<file path="config.mk">
export PLATFORM = sky130hd
export DESIGN_NAME = simt_reconv_stack
export DESIGN_NICKNAME = d
export VERILOG_FILES = /design/src/rtl/simt_rs_pkg.sv /design/src/rtl/simt_rs_classify.sv /design/src/rtl/simt_rs_stack.sv /design/src/rtl/simt_reconv_stack.sv
export SDC_FILE = /design/constraint.sdc
export NUM_CORES = 2
export LEC_CHECK = 0
export ABC_AREA = 1
export CORE_AREA = 2 2 354 356
export DETAILED_ROUTE_END_ITERATION = 10
export DIE_AREA = 0 0 356 358
export PLACE_DENSITY = 0.58
export SYNTH_ARGS = -nofsm -noshare
export SYNTH_HDL_FRONTEND = slang
export SYNTH_SLANG_ARGS = --single-unit
</file>
<file path="constraint.sdc">
create_clock -name clk -period 7.5 [get_ports clk]
set_input_delay 1.875 -clock clk [delete_from_list [all_inputs] [get_ports clk]]
set_output_delay 1.875 -clock clk [all_outputs]
set_load 0.1 [all_outputs]
</file>
<file path="src/rtl/simt_rs_pkg.sv">
package simt_rs_pkg;

    typedef enum logic [1:0] {
        ST_CONV = 2'd0,
        ST_DIV  = 2'd1,
        ST_OVF  = 2'd2
    } rs_state_e;

    typedef enum logic [2:0] {
        BR_UNI_T       = 3'd0,
        BR_UNI_N       = 3'd1,
        BR_JUMP_JOIN   = 3'd2,
        BR_SPLIT_BOTH  = 3'd3,
        BR_SPLIT_TAKEN = 3'd4,
        BR_SPLIT_FALL  = 3'd5
    } br_kind_e;

endpackage

</file>
<file path="src/rtl/simt_rs_classify.sv">
module simt_rs_classify #(
    parameter int LANES = 32,
    parameter int PC_W  = 32
) (
    input  logic [LANES-1:0]          cur_mask,
    input  logic [LANES-1:0]          taken_vec,
    input  logic [PC_W-1:0]           target_pc,
    input  logic [PC_W-1:0]           rejoin_pc,
    input  logic [PC_W-1:0]           fall_pc,
    output simt_rs_pkg::br_kind_e     kind,
    output logic [LANES-1:0]          take_mask,
    output logic [LANES-1:0]          fall_mask
);
    import simt_rs_pkg::*;

    logic tgt_at_join;
    logic fall_at_join;

    always_comb begin
        take_mask    = taken_vec & cur_mask;
        fall_mask    = ~taken_vec & cur_mask;
        tgt_at_join  = (target_pc == rejoin_pc);
        fall_at_join = (fall_pc == rejoin_pc);

        if (fall_mask == '0) begin
            kind = BR_UNI_T;
        end else if (take_mask == '0) begin
            kind = BR_UNI_N;
        end else if (tgt_at_join && fall_at_join) begin
            kind = BR_JUMP_JOIN;
        end else if (tgt_at_join) begin
            kind = BR_SPLIT_FALL;
        end else if (fall_at_join) begin
            kind = BR_SPLIT_TAKEN;
        end else begin
            kind = BR_SPLIT_BOTH;
        end
    end

endmodule

</file>
<file path="src/rtl/simt_rs_stack.sv">
module simt_rs_stack #(
    parameter int LANES = 32,
    parameter int PC_W  = 32,
    parameter int DEPTH = 8
) (
    input  logic                      clk,
    input  logic                      rst_n,
    input  logic [1:0]                push_cnt,
    input  logic [PC_W-1:0]           a_pc,
    input  logic [LANES-1:0]          a_mask,
    input  logic [PC_W-1:0]           a_stop,
    input  logic [PC_W-1:0]           b_pc,
    input  logic [LANES-1:0]          b_mask,
    input  logic [PC_W-1:0]           b_stop,
    input  logic                      pop,
    output logic [PC_W-1:0]           top_pc,
    output logic [LANES-1:0]          top_mask,
    output logic [PC_W-1:0]           top_stop,
    output logic                      empty,
    output logic                      last_one,
    output logic                      has_one,
    output logic                      has_two
);
    localparam int LVL_W = $clog2(DEPTH + 1);
    localparam int IDX_W = (DEPTH > 1) ? $clog2(DEPTH) : 1;

    logic [PC_W-1:0]  slot_pc   [DEPTH];
    logic [LANES-1:0] slot_mask [DEPTH];
    logic [PC_W-1:0]  slot_stop [DEPTH];
    logic [LVL_W-1:0] level;
    logic [IDX_W-1:0] top_idx;

    always_ff @(posedge clk or negedge rst_n) begin
        if (!rst_n) begin
            level <= '0;
            for (int s = 0; s < DEPTH; s++) begin
                slot_pc[s]   <= '0;
                slot_mask[s] <= '0;
                slot_stop[s] <= '0;
            end
        end else begin
            for (int s = 0; s < DEPTH; s++) begin
                if (push_cnt != 2'd0 && level == LVL_W'(s)) begin
                    slot_pc[s]   <= a_pc;
                    slot_mask[s] <= a_mask;
                    slot_stop[s] <= a_stop;
                end else if (push_cnt == 2'd2 && (level + LVL_W'(1)) == LVL_W'(s)) begin
                    slot_pc[s]   <= b_pc;
                    slot_mask[s] <= b_mask;
                    slot_stop[s] <= b_stop;
                end
            end
            if (push_cnt != 2'd0) begin
                level <= level + LVL_W'(push_cnt);
            end else if (pop) begin
                level <= level - LVL_W'(1);
            end
        end
    end

    always_comb begin
        top_idx  = IDX_W'(level - LVL_W'(1));
        top_pc   = slot_pc[top_idx];
        top_mask = slot_mask[top_idx];
        top_stop = slot_stop[top_idx];
        empty    = (level == '0);
        last_one = (level == LVL_W'(1));
        has_one  = (level < LVL_W'(DEPTH));
        has_two  = (level < LVL_W'(DEPTH - 1));
    end

    AST_POP_NONEMPTY: assert property (@(posedge clk) disable iff (!rst_n)
        pop |-> (level != '0));
    AST_PUSH_POP_EXCL: assert property (@(posedge clk) disable iff (!rst_n)
        !(pop && push_cnt != 2'd0));
    AST_PUSH_FITS: assert property (@(posedge clk) disable iff (!rst_n)
        (push_cnt == 2'd2) |-> has_two);
    AST_POP_LEVEL: assert property (@(posedge clk) disable iff (!rst_n)
        pop |=> (level == $past(level) - LVL_W'(1)));

endmodule

</file>
<file path="src/rtl/simt_reconv_stack.sv">
module simt_reconv_stack #(
    parameter int              LANES     = 32,
    parameter int              PC_W      = 32,
    parameter int              DEPTH     = 8,
    parameter int              INSN_STEP = 4,
    parameter logic [PC_W-1:0] RESET_PC  = '0
) (
    input  logic              clk,
    input  logic              rst_n,
    input  logic              adv_i,
    input  logic              br_valid_i,
    input  logic [LANES-1:0]  br_taken_i,
    input  logic [PC_W-1:0]   br_target_i,
    input  logic [PC_W-1:0]   br_rejoin_i,
    output logic [PC_W-1:0]   pc_o,
    output logic [LANES-1:0]  mask_o,
    output logic              overflow_o
);
    import simt_rs_pkg::*;

    localparam logic [PC_W-1:0] STEP_PC = PC_W'(INSN_STEP);

    rs_state_e         st_q, st_n;
    logic [PC_W-1:0]   pc_q, pc_n;
    logic [LANES-1:0]  mask_q, mask_n;

    logic [PC_W-1:0]   fall_pc;
    br_kind_e          kind;
    logic [LANES-1:0]  take_mask, fall_mask;

    logic [1:0]        push_cnt;
    logic              pop;
    logic [PC_W-1:0]   top_pc, top_stop;
    logic [LANES-1:0]  top_mask;
    logic              empty, last_one, has_one, has_two;

    logic              settle;
    logic              upd_en;
    logic [PC_W-1:0]   upd_pc;
    logic              ovf_hit;

    assign fall_pc = pc_q + STEP_PC;
    assign settle  = !empty && (pc_q == top_stop);

    simt_rs_classify #(.LANES(LANES), .PC_W(PC_W)) u_classify (
        .cur_mask  (mask_q),
        .taken_vec (br_taken_i),
        .target_pc (br_target_i),
        .rejoin_pc (br_rejoin_i),
        .fall_pc   (fall_pc),
        .kind      (kind),
        .take_mask (take_mask),
        .fall_mask (fall_mask)
    );

    simt_rs_stack #(.LANES(LANES), .PC_W(PC_W), .DEPTH(DEPTH)) u_stack (
        .clk      (clk),
        .rst_n    (rst_n),
        .push_cnt (push_cnt),
        .a_pc     (br_rejoin_i),
        .a_mask   (mask_q),
        .a_stop   (br_rejoin_i),
        .b_pc     (fall_pc),
        .b_mask   (fall_mask),
        .b_stop   (br_rejoin_i),
        .pop      (pop),
        .top_pc   (top_pc),
        .top_mask (top_mask),
        .top_stop (top_stop),
        .empty    (empty),
        .last_one (last_one),
        .has_one  (has_one),
        .has_two  (has_two)
    );

    // Next-state logic
    always_comb begin
        st_n     = st_q;
        pc_n     = pc_q;
        mask_n   = mask_q;
        push_cnt = 2'd0;
        pop      = 1'b0;
        upd_en   = 1'b0;
        upd_pc   = pc_q;
        ovf_hit  = 1'b0;

        unique case (st_q)
            ST_CONV, ST_DIV: begin
                if (settle) begin
                    pop    = 1'b1;
                    pc_n   = top_pc;
                    mask_n = top_mask;
                end else if (br_valid_i) begin
                    unique case (kind)
                        BR_UNI_T: begin
                            upd_en = 1'b1;
                            upd_pc = br_target_i;
                        end
                        BR_UNI_N: begin
                            upd_en = 1'b1;
                            upd_pc = fall_pc;
                        end
                        BR_JUMP_JOIN: begin
                            upd_en = 1'b1;
                            upd_pc = br_rejoin_i;
                        end
                        BR_SPLIT_BOTH: begin
                            if (!has_two) begin
                                ovf_hit = 1'b1;
                            end else begin
                                push_cnt = 2'd2;
                                pc_n     = br_target_i;
                                mask_n   = take_mask;
                            end
                        end
                        BR_SPLIT_TAKEN: begin
                            if (!has_one) begin
                                ovf_hit = 1'b1;
                            end else begin
                                push_cnt = 2'd1;
                                pc_n     = br_target_i;
                                mask_n   = take_mask;
                            end
                        end
                        BR_SPLIT_FALL: begin
                            if (!has_one) begin
                                ovf_hit = 1'b1;
                            end else begin
                                push_cnt = 2'd1;
                                pc_n     = fall_pc;
                                mask_n   = fall_mask;
                            end
                        end
                        default: begin
                        end
                    endcase
                end else if (adv_i) begin
                    upd_en = 1'b1;
                    upd_pc = fall_pc;
                end

                if (upd_en) begin
                    if (!empty && upd_pc == top_stop) begin
                        pop    = 1'b1;
                        pc_n   = top_pc;
                        mask_n = top_mask;
                    end else begin
                        pc_n = upd_pc;
                    end
                end

                if (ovf_hit) begin
                    st_n = ST_OVF;
                end else if (push_cnt != 2'd0) begin
                    st_n = ST_DIV;
                end else if (pop && last_one) begin
                    st_n = ST_CONV;
                end
            end
            ST_OVF: begin
                st_n = ST_OVF;
            end
            default: begin
                st_n = ST_OVF;
            end
        endcase
    end

    // State register
    always_ff @(posedge clk or negedge rst_n) begin
        if (!rst_n) begin
            st_q   <= ST_CONV;
            pc_q   <= RESET_PC;
            mask_q <= '1;
        end else begin
            st_q   <= st_n;
            pc_q   <= pc_n;
            mask_q <= mask_n;
        end
    end

    // Outputs
    always_comb begin
        pc_o       = pc_q;
        mask_o     = mask_q;
        overflow_o = (st_q == ST_OVF);
    end

    AST_CONV_FULL_MASK: assert property (@(posedge clk) disable iff (!rst_n)
        (st_q == ST_CONV) |-> (&mask_q));
    AST_MASK_LIVE: assert property (@(posedge clk) disable iff (!rst_n)
        (mask_q != '0));
    AST_SPLIT_SUBSET: assert property (@(posedge clk) disable iff (!rst_n)
        (push_cnt != 2'd0) |=> ((mask_q & ~$past(mask_q)) == '0));
    AST_OVF_FREEZE: assert property (@(posedge clk) disable iff (!rst_n)
        (st_q == ST_OVF) |=> ($stable(pc_q) && $stable(mask_q) && overflow_o));

endmodule

</file>
### Word level (Yosys, flattened, before mapping)

Cells that the tools add are included.

| storage, ports and cells | value |
|---|---|
| register bits after elaboration | 838 |
| word-level logic and storage cells | 225 |

| operators by class | value |
|---|---|
| add/sub/neg operators | 4 |
| magnitude comparators | 3 |
| equality and inequality tests | 30 |
| mux-type cells | 112 |
| bitwise operators | 4 |
| reductions and logical operators | 44 |

Operator list:

| cell | number |
|---|---|
| two-way mux 32 bit | 72 |
| binary-select mux 32 bit (select 3 bit) | 3 |
| one-hot mux 32 bit (3 select lines) | 3 |
| equality test 32 bit | 4 |
| bitwise AND 32 bit | 2 |
| logical NOT 32 bit | 2 |
| adder 32 x 3 -> 32 bit (second input constant) | 1 |
| equality test 4 x 3 -> 1 bit (second input constant) | 8 |
| inverter 32 bit | 1 |
| nonzero test 2 bit | 11 |
| logical AND 1 bit | 20 |
| two-way mux 2 bit | 9 |
| equality test 4 x 2 -> 1 bit (second input constant) | 4 |
| two-way mux 1 bit | 16 |
| != test 4 bit (second input constant) | 4 |
| two-way mux 3 bit | 5 |
| equality test 4 x 1 -> 1 bit (second input constant) | 2 |
| logical NOT 4 bit | 2 |
| two-way mux 4 bit | 2 |
| equality test 3 x 2 -> 1 bit (second input constant) | 2 |
| equality test 3 bit (second input constant) | 2 |
| AND reduction 6 bit | 1 |
| nonzero test 5 bit | 1 |
| adder 4 x 1 -> 4 bit (second input constant) | 1 |
| other kinds (17) | 19 |

### Depth between registers and ports, before layout

| depth | value |
|---|---|
| word-level depth | 22 |
| gate-level depth with buffers | 41 |

### Cells and area by module

Synthesis repeated with hierarchy kept, for this count alone.

| second synthesis, totals | value |
|---|---|
| cells, all modules | 9154 |
| area total of the unflattened synthesis | 57345.0 µm² |

By module, submodules not included:

| module | times used | cells an instance | area each (µm²) |
|---|---|---|---|
| simt_rs_stack | 1 | 6987 | 46171.8 |
| simt_reconv_stack | 1 | 1617 | 8733.4 |
| simt_rs_classify | 1 | 550 | 2439.8 |

### Worst setup path after synthesis

No wires, ideal clock.

| timing path | value |
|---|---|
| path kind | input to register |
| start point | in br_rejoin_i[1] |
| end point | reg pc_q[2] (netlist: pc_o[2]) |
| data arrival time | 6.024 ns |
| required time | 7.387 ns |
| path slack | 1.363 ns |
| stages on the path | 34 |
| buffers on the path | 3 |
| cell sequence | clkbuf_1 nand2_1 o21ai_0 or4_1 nor3_1 o221ai_1 a211oi_1 nand4_1 nor2_1 nand3_1 nor2_1 nand4_1 nor2_1 ha_1 nand2_1 nand3_1 inv_2 buf_1 nand3_1 nand3b_1 nand2_1 nand3_1 nand2_1 nor2_1 nand2_1 nor2_1 nand2_1 nor2_2 nand2_2 clkbuf_1 nand3_1 nand3_1 nand2_1 inv_1 |

| between the ends | value |
|---|---|
| longest elaborated chain between the ends | 15 |
| elaborated cells on any way between the ends | 36 |
| classes of those cells | 11 x eq/ne; 18 x mux; 7 x reduce/logical |

RTL lines:

| element | line | RTL |
|---|---|---|
| start: declaration | simt_reconv_stack.sv:14 | `input logic [PC_W-1:0] br_rejoin_i,` |
| equality test 32 bit | simt_rs_classify.sv:23 | `fall_at_join = (fall_pc == rejoin_pc);` |
| two-way mux 3 bit | simt_rs_classify.sv:33 | `end else if (fall_at_join) begin` |
| two-way mux 3 bit | simt_rs_classify.sv:31 | `end else if (tgt_at_join) begin` |
| two-way mux 3 bit | simt_rs_classify.sv:29 | `end else if (tgt_at_join && fall_at_join) begin` |
| two-way mux 3 bit | simt_rs_classify.sv:27 | `end else if (take_mask == '0) begin` |
| two-way mux 3 bit | simt_rs_classify.sv:25 | `if (fall_mask == '0) begin` |
| equality test 3 x 2 -> 1 bit, or another cell as far along | simt_reconv_stack.sv:94 | `unique case (kind)` |
| one-hot mux 32 bit (3 select lines) | simt_reconv_stack.sv:94 |  |
| two-way mux 32 bit | simt_reconv_stack.sv:93 | `end else if (br_valid_i) begin` |
| two-way mux 32 bit | simt_reconv_stack.sv:89 | `if (settle) begin` |
| two-way mux 32 bit | simt_reconv_stack.sv:87 | `unique case (st_q)` |
| equality test 32 bit | simt_reconv_stack.sv:143 | `if (!empty && upd_pc == top_stop) begin` |
| logical AND 1 bit | simt_reconv_stack.sv:143 |  |
| two-way mux 32 bit | simt_reconv_stack.sv:143 |  |
| two-way mux 32 bit | simt_reconv_stack.sv:142 | `if (upd_en) begin` |
| end signal: assignment | simt_reconv_stack.sv:177 | `pc_q <= pc_n;` |
| end: declaration | simt_reconv_stack.sv:24 | `logic [PC_W-1:0] pc_q, pc_n;` |

Several ways; a longest one is shown, not always the timed one. The select of a mux whose other input is x is not followed.
A chain may end at the register's enable or synchronous reset.

### Worst setup path after layout

| timing path | value |
|---|---|
| start point | in br_rejoin_i[0] |
| end point | reg mask_q[13] (netlist: mask_o[13]) |

| between the ends | value |
|---|---|
| longest elaborated chain between the ends | 15 |
| elaborated cells on any way between the ends | 30 |
| classes of those cells | 8 x eq/ne; 18 x mux; 4 x reduce/logical |

RTL lines:

| element | line | RTL |
|---|---|---|
| equality test 32 bit | simt_rs_classify.sv:23 |  |
| two-way mux 3 bit | simt_rs_classify.sv:33 |  |
| two-way mux 3 bit | simt_rs_classify.sv:31 |  |
| two-way mux 3 bit | simt_rs_classify.sv:29 |  |
| two-way mux 3 bit | simt_rs_classify.sv:27 |  |
| two-way mux 3 bit | simt_rs_classify.sv:25 |  |
| equality test 3 x 2 -> 1 bit, or another cell as far along | simt_reconv_stack.sv:94 |  |
| one-hot mux 32 bit (3 select lines) | simt_reconv_stack.sv:94 |  |
| two-way mux 32 bit | simt_reconv_stack.sv:93 |  |
| two-way mux 32 bit | simt_reconv_stack.sv:89 |  |
| two-way mux 32 bit | simt_reconv_stack.sv:87 |  |
| equality test 32 bit | simt_reconv_stack.sv:143 |  |
| logical AND 1 bit | simt_reconv_stack.sv:143 |  |
| two-way mux 32 bit | simt_reconv_stack.sv:143 |  |
| two-way mux 32 bit * | simt_reconv_stack.sv:142 |  |
| end signal: assignment | simt_reconv_stack.sv:178 | `mask_q <= mask_n;` |
| end: declaration | simt_reconv_stack.sv:25 | `logic [LANES-1:0] mask_q, mask_n;` |

Every way passes the cells marked *; elsewhere a longest branch is shown, timed or not. The select of a mux whose other input is x is not followed.

==> impl_metrics.toml <==
[pwr]
vdd_ir_drop_max_uv = 177.6
leakagePower_nw = 27.03
p_comb_share_pct = 4.7
clkPwrFrac_pct = 49.9
switchingPower_w = 0.002416
pwr_density_cell_mw_per_mm2 = 175.9
internal_power_w = 0.007555
power.total_w = 0.009971
switching_share_pct = 24.23
pwr-share-seq_pct = 45.4

[cts]
cts_sinks = 838
cts_resized = 0
ctsHoldBuffers = 0
htree_num_levels = 3
path_clk_slew_ns = 0.06
clk_path_buf_depth = 3
tritoncts = "done"
cts-root-buf = "clkbuf_16"
cts_setup_buffers = 0
cts_buffers = 99
clk_latency_ns = 0.73

[placed_design]
dp_hpwl_um = 138300
place_inst = 8525
dpl_cell_area_sq_mm = 0.05338
numPortBuffers = 164
gp_congestion = 1.001

[detailed_routing]
drc_errors = 0
wl_per_cell_um = 25.10
routed_via_density = 5.901
wl_um = 218500
drt_iter0_drc = 6864
routed-via-count = 51380
first_pass_iters = 9
postRouteAntennaNets = 0

[run_status]
outcome = "finished clean"

[logic_synthesis]
synth_edf_count = 0
yosys.area_share.simple_pct = 25.45
synthArstFlopShare_pct = 100.0
ys_warn_count = 0
avgSynthCellArea_sq_um = 6.999
synthFlopType = "dfrtp_1"
syn_nets = 7143
synth_xor_area_share_pct = 0.7068
synth-seq-cells = 838
synth_top_family_by_area = "simple AND/OR/NAND/NOR gates"
synthCells = 7031
synth_cell_types = 45
synth_area_sq_mm = 0.04921
seq_area_frac_synth_pct = 42.69
synth.area.mux_share_pct = 0.06102
synth_compound_area_share_pct = 21.65
synth_fa_ha_area_share_pct = 0.3203

[sta]
tns_ns = 0
finalHoldViolations = 0
relSlewSlack_pct = 18.77
timing.final.crit_period_ns = 6.818
setup_violations = 0
slew_violations = 0
grt_setup_unrepaired = "false"
finClkSkew_ns = 0.03318
period_share_pct = 90.91
max_freq_mhz = 146.7
max_slew.worst_pin.slew_ns = 1.215

[worst_setup_path]
crit_path_max_fanout = 12
cp_num_cells = 35
startpoint_type = "primary input"
slowest_stage = "or4_1"
end_kind = "register"
cp.required_ns = 8.14
critPathCapture = "mask_o[13]"
criticalPathCategory = "primary input to register"
rr_worst_depth = 36
max_stage_delay_ns = 0.61
crit_arrival_ns = 7.46
regToRegStartpoint = "pc_o[3]"
crit_family = "simple AND/OR/NAND/NOR gates"
reg2reg_to = "mask_o[13]"
cp_num_buf_inv = 8
r2r_slack_ns = 0.84
startpoint = "br_rejoin_i[0]"

[floorplan]
initial_core_util_pct = 39.91
placementRows = 129
die-area_sq_mm = 0.1274
die_w_um = 356
io_pins = 165
core_sq_mm = 0.1233
die_h_um = 358

[final_layout]
fillers = 12570
final_cell_area_sq_mm = 0.05669
register_area_sq_mm = 0.02101
multiInputGateArea_sq_mm = 0.02388
area_growth_pct = 15.19
num_antenna_cells = 0
nets = 7101
drive_above_1_share_pct = 6.889
fin_cells = 8706

[run]
cap_violations = 0

[grt]
overflow = 0
grt_pass1_wl_um = 322200
grt_pass1_vias = 48280
grt_max_degree = 148
grt_usage_pct = 33.61
antenna_found_initial = 13

[min_path]
hold_class = "register to register"
[per-stage QoR]
| step | utilization (%) | worst slack [ns] | hold WS [ns] |
|---|---|---|---|
| after CTS | 45.97 | 0.8436 | 0.4814 |
| after detailed placement | 43.29 | 0.1402 | 0.4671 |
| after floorplan | - | 1.363 | 0.4478 |
| after global placement | 43.29 | 0.2246 | 0.4599 |
| final | 45.97 | 0.6816 | 0.4788 |
| after global routing | 45.97 | 0.3639 | 0.4964 |
[worst reg2reg max path: cells and delay by family, from the launching register on]
kind	cells	cell delay (ns)
buf+inv	9	1.56
fa+ha+maj	2	0.45
xor+xnor	1	0.31
flops	1	0.52
compound gates	5	1.29
simple gates	19	2.43
[power by group through the flow]
stage          registers [W]  clock network (W)  logic (W)
3_5_place_dp         0.00460                  0   0.000466
4_1_cts              0.00452            0.00504   0.000468
6_report             0.00452            0.00498   0.000473
5_1_grt              0.00452            0.00521   0.000508
3_3_place_gp         0.00460                  0   0.000469
2_1_floorplan        0.00461                  0   0.000157
[worst min path at each step]
stage | start | endpoint | slack (ns) | depth (start not counted)
after CTS | u_stack.slot_pc[99] | u_stack.slot_pc[99] | 0.48 | 2
after global placement | u_stack.slot_pc[171] | u_stack.slot_pc[171] | 0.46 | 2
after detailed placement | u_stack.slot_mask[97] | u_stack.slot_mask[97] | 0.47 | 2
final | u_stack.slot_stop[231] | u_stack.slot_stop[231] | 0.48 | 2
after floorplan | u_stack.slot_pc[105] | u_stack.slot_pc[105] | 0.45 | 2
after global routing | u_stack.slot_mask[97] | u_stack.slot_mask[97] | 0.50 | 2
[synthesized netlist by cell type, drive strengths merged, types with 11 or more instances]
master  number  area share [%]
dfrtp      806              41
nand2     1964              15
a22oi       16            0.24
a211oi      33            0.50
buf        123             1.1
clkbuf     419             3.2
o221ai     225             4.0
dfstp       32             1.7
a21oi      262             2.7
nand3      424             4.3
nor2       671             5.2
xor2        32            0.58
ha          11            0.28
a31oi       60            0.76
nand4       46            0.58
clkinv      16            0.12
inv        610             4.7
o21ai     1032              10
o211ai     107             1.6
nand3b      13            0.20
o22ai       87             1.1
[cell type report]
cell class | count | area share [%]
Sequential cell | 838 | 37.07
Tap cell | 1637 | 3.613
Multi-Input combinational cell | 5025 | 42.12
Inverter | 626 | 4.189
Timing Repair Buffer | 399 | 7.177
Clock inverter | 33 | 0.6621
Clock buffer | 148 | 5.176
[flip-flops by register name (all words and copies together), names as in the netlist]
signal and count:
u_stack.slot_mask 256, u_stack.slot_pc 256, u_stack.slot_stop 256, mask_o 32
pc_o 32, u_stack.level 4, st_q 2
[per-layer routing]
metal  GRT usage [%]  vias to the layer above  part of all wire, %
met1           45.19                    24770                   41
li1                -                    23270                    -
met2           51.82                     2684                   44
met3           6.580                      635                  9.2
met4           16.51                       24                  5.4
met5               0                        -                0.074
[cells by family (layout without fill, tap and decap cells)]
| logic type | Yosys count | after routing |
|---|---|---|
| xor+xnor | 38 | 38 |
| buf+inv | 1168 | 1206 |
| fa+ha+maj | 12 | 12 |
| flops | 838 | 838 |
| compound gates | 1836 | 1836 |
| mux | 3 | 3 |
| simple gates | 3136 | 3136 |
[cell usage in the layout, fill, tap and decap left out, drive strengths merged, types with 4 or more instances in the layout]
| cell type | count |
|---|---|
| nand2 | 1964 |
| a211oi | 33 |
| nand3 | 424 |
| nor4 | 4 |
| a31oi | 60 |
| nand3b | 13 |
| a21oi | 262 |
| dfrtp | 806 |
| xor2 | 32 |
| clkinv | 40 |
| nor3 | 9 |
| clkdlybuf4s50 | 162 |
| o22ai | 87 |
| nand4 | 46 |
| clkbuf | 148 |
| inv | 613 |
| o21ai | 1032 |
| a221oi | 4 |
| ha | 11 |
| bufinv | 6 |
| o211ai | 107 |
| nor2 | 671 |
| xnor2 | 6 |
| dfstp | 32 |
| buf | 237 |
| o221ai | 225 |
| a22oi | 16 |
Power figures use the tool's default switching activity.
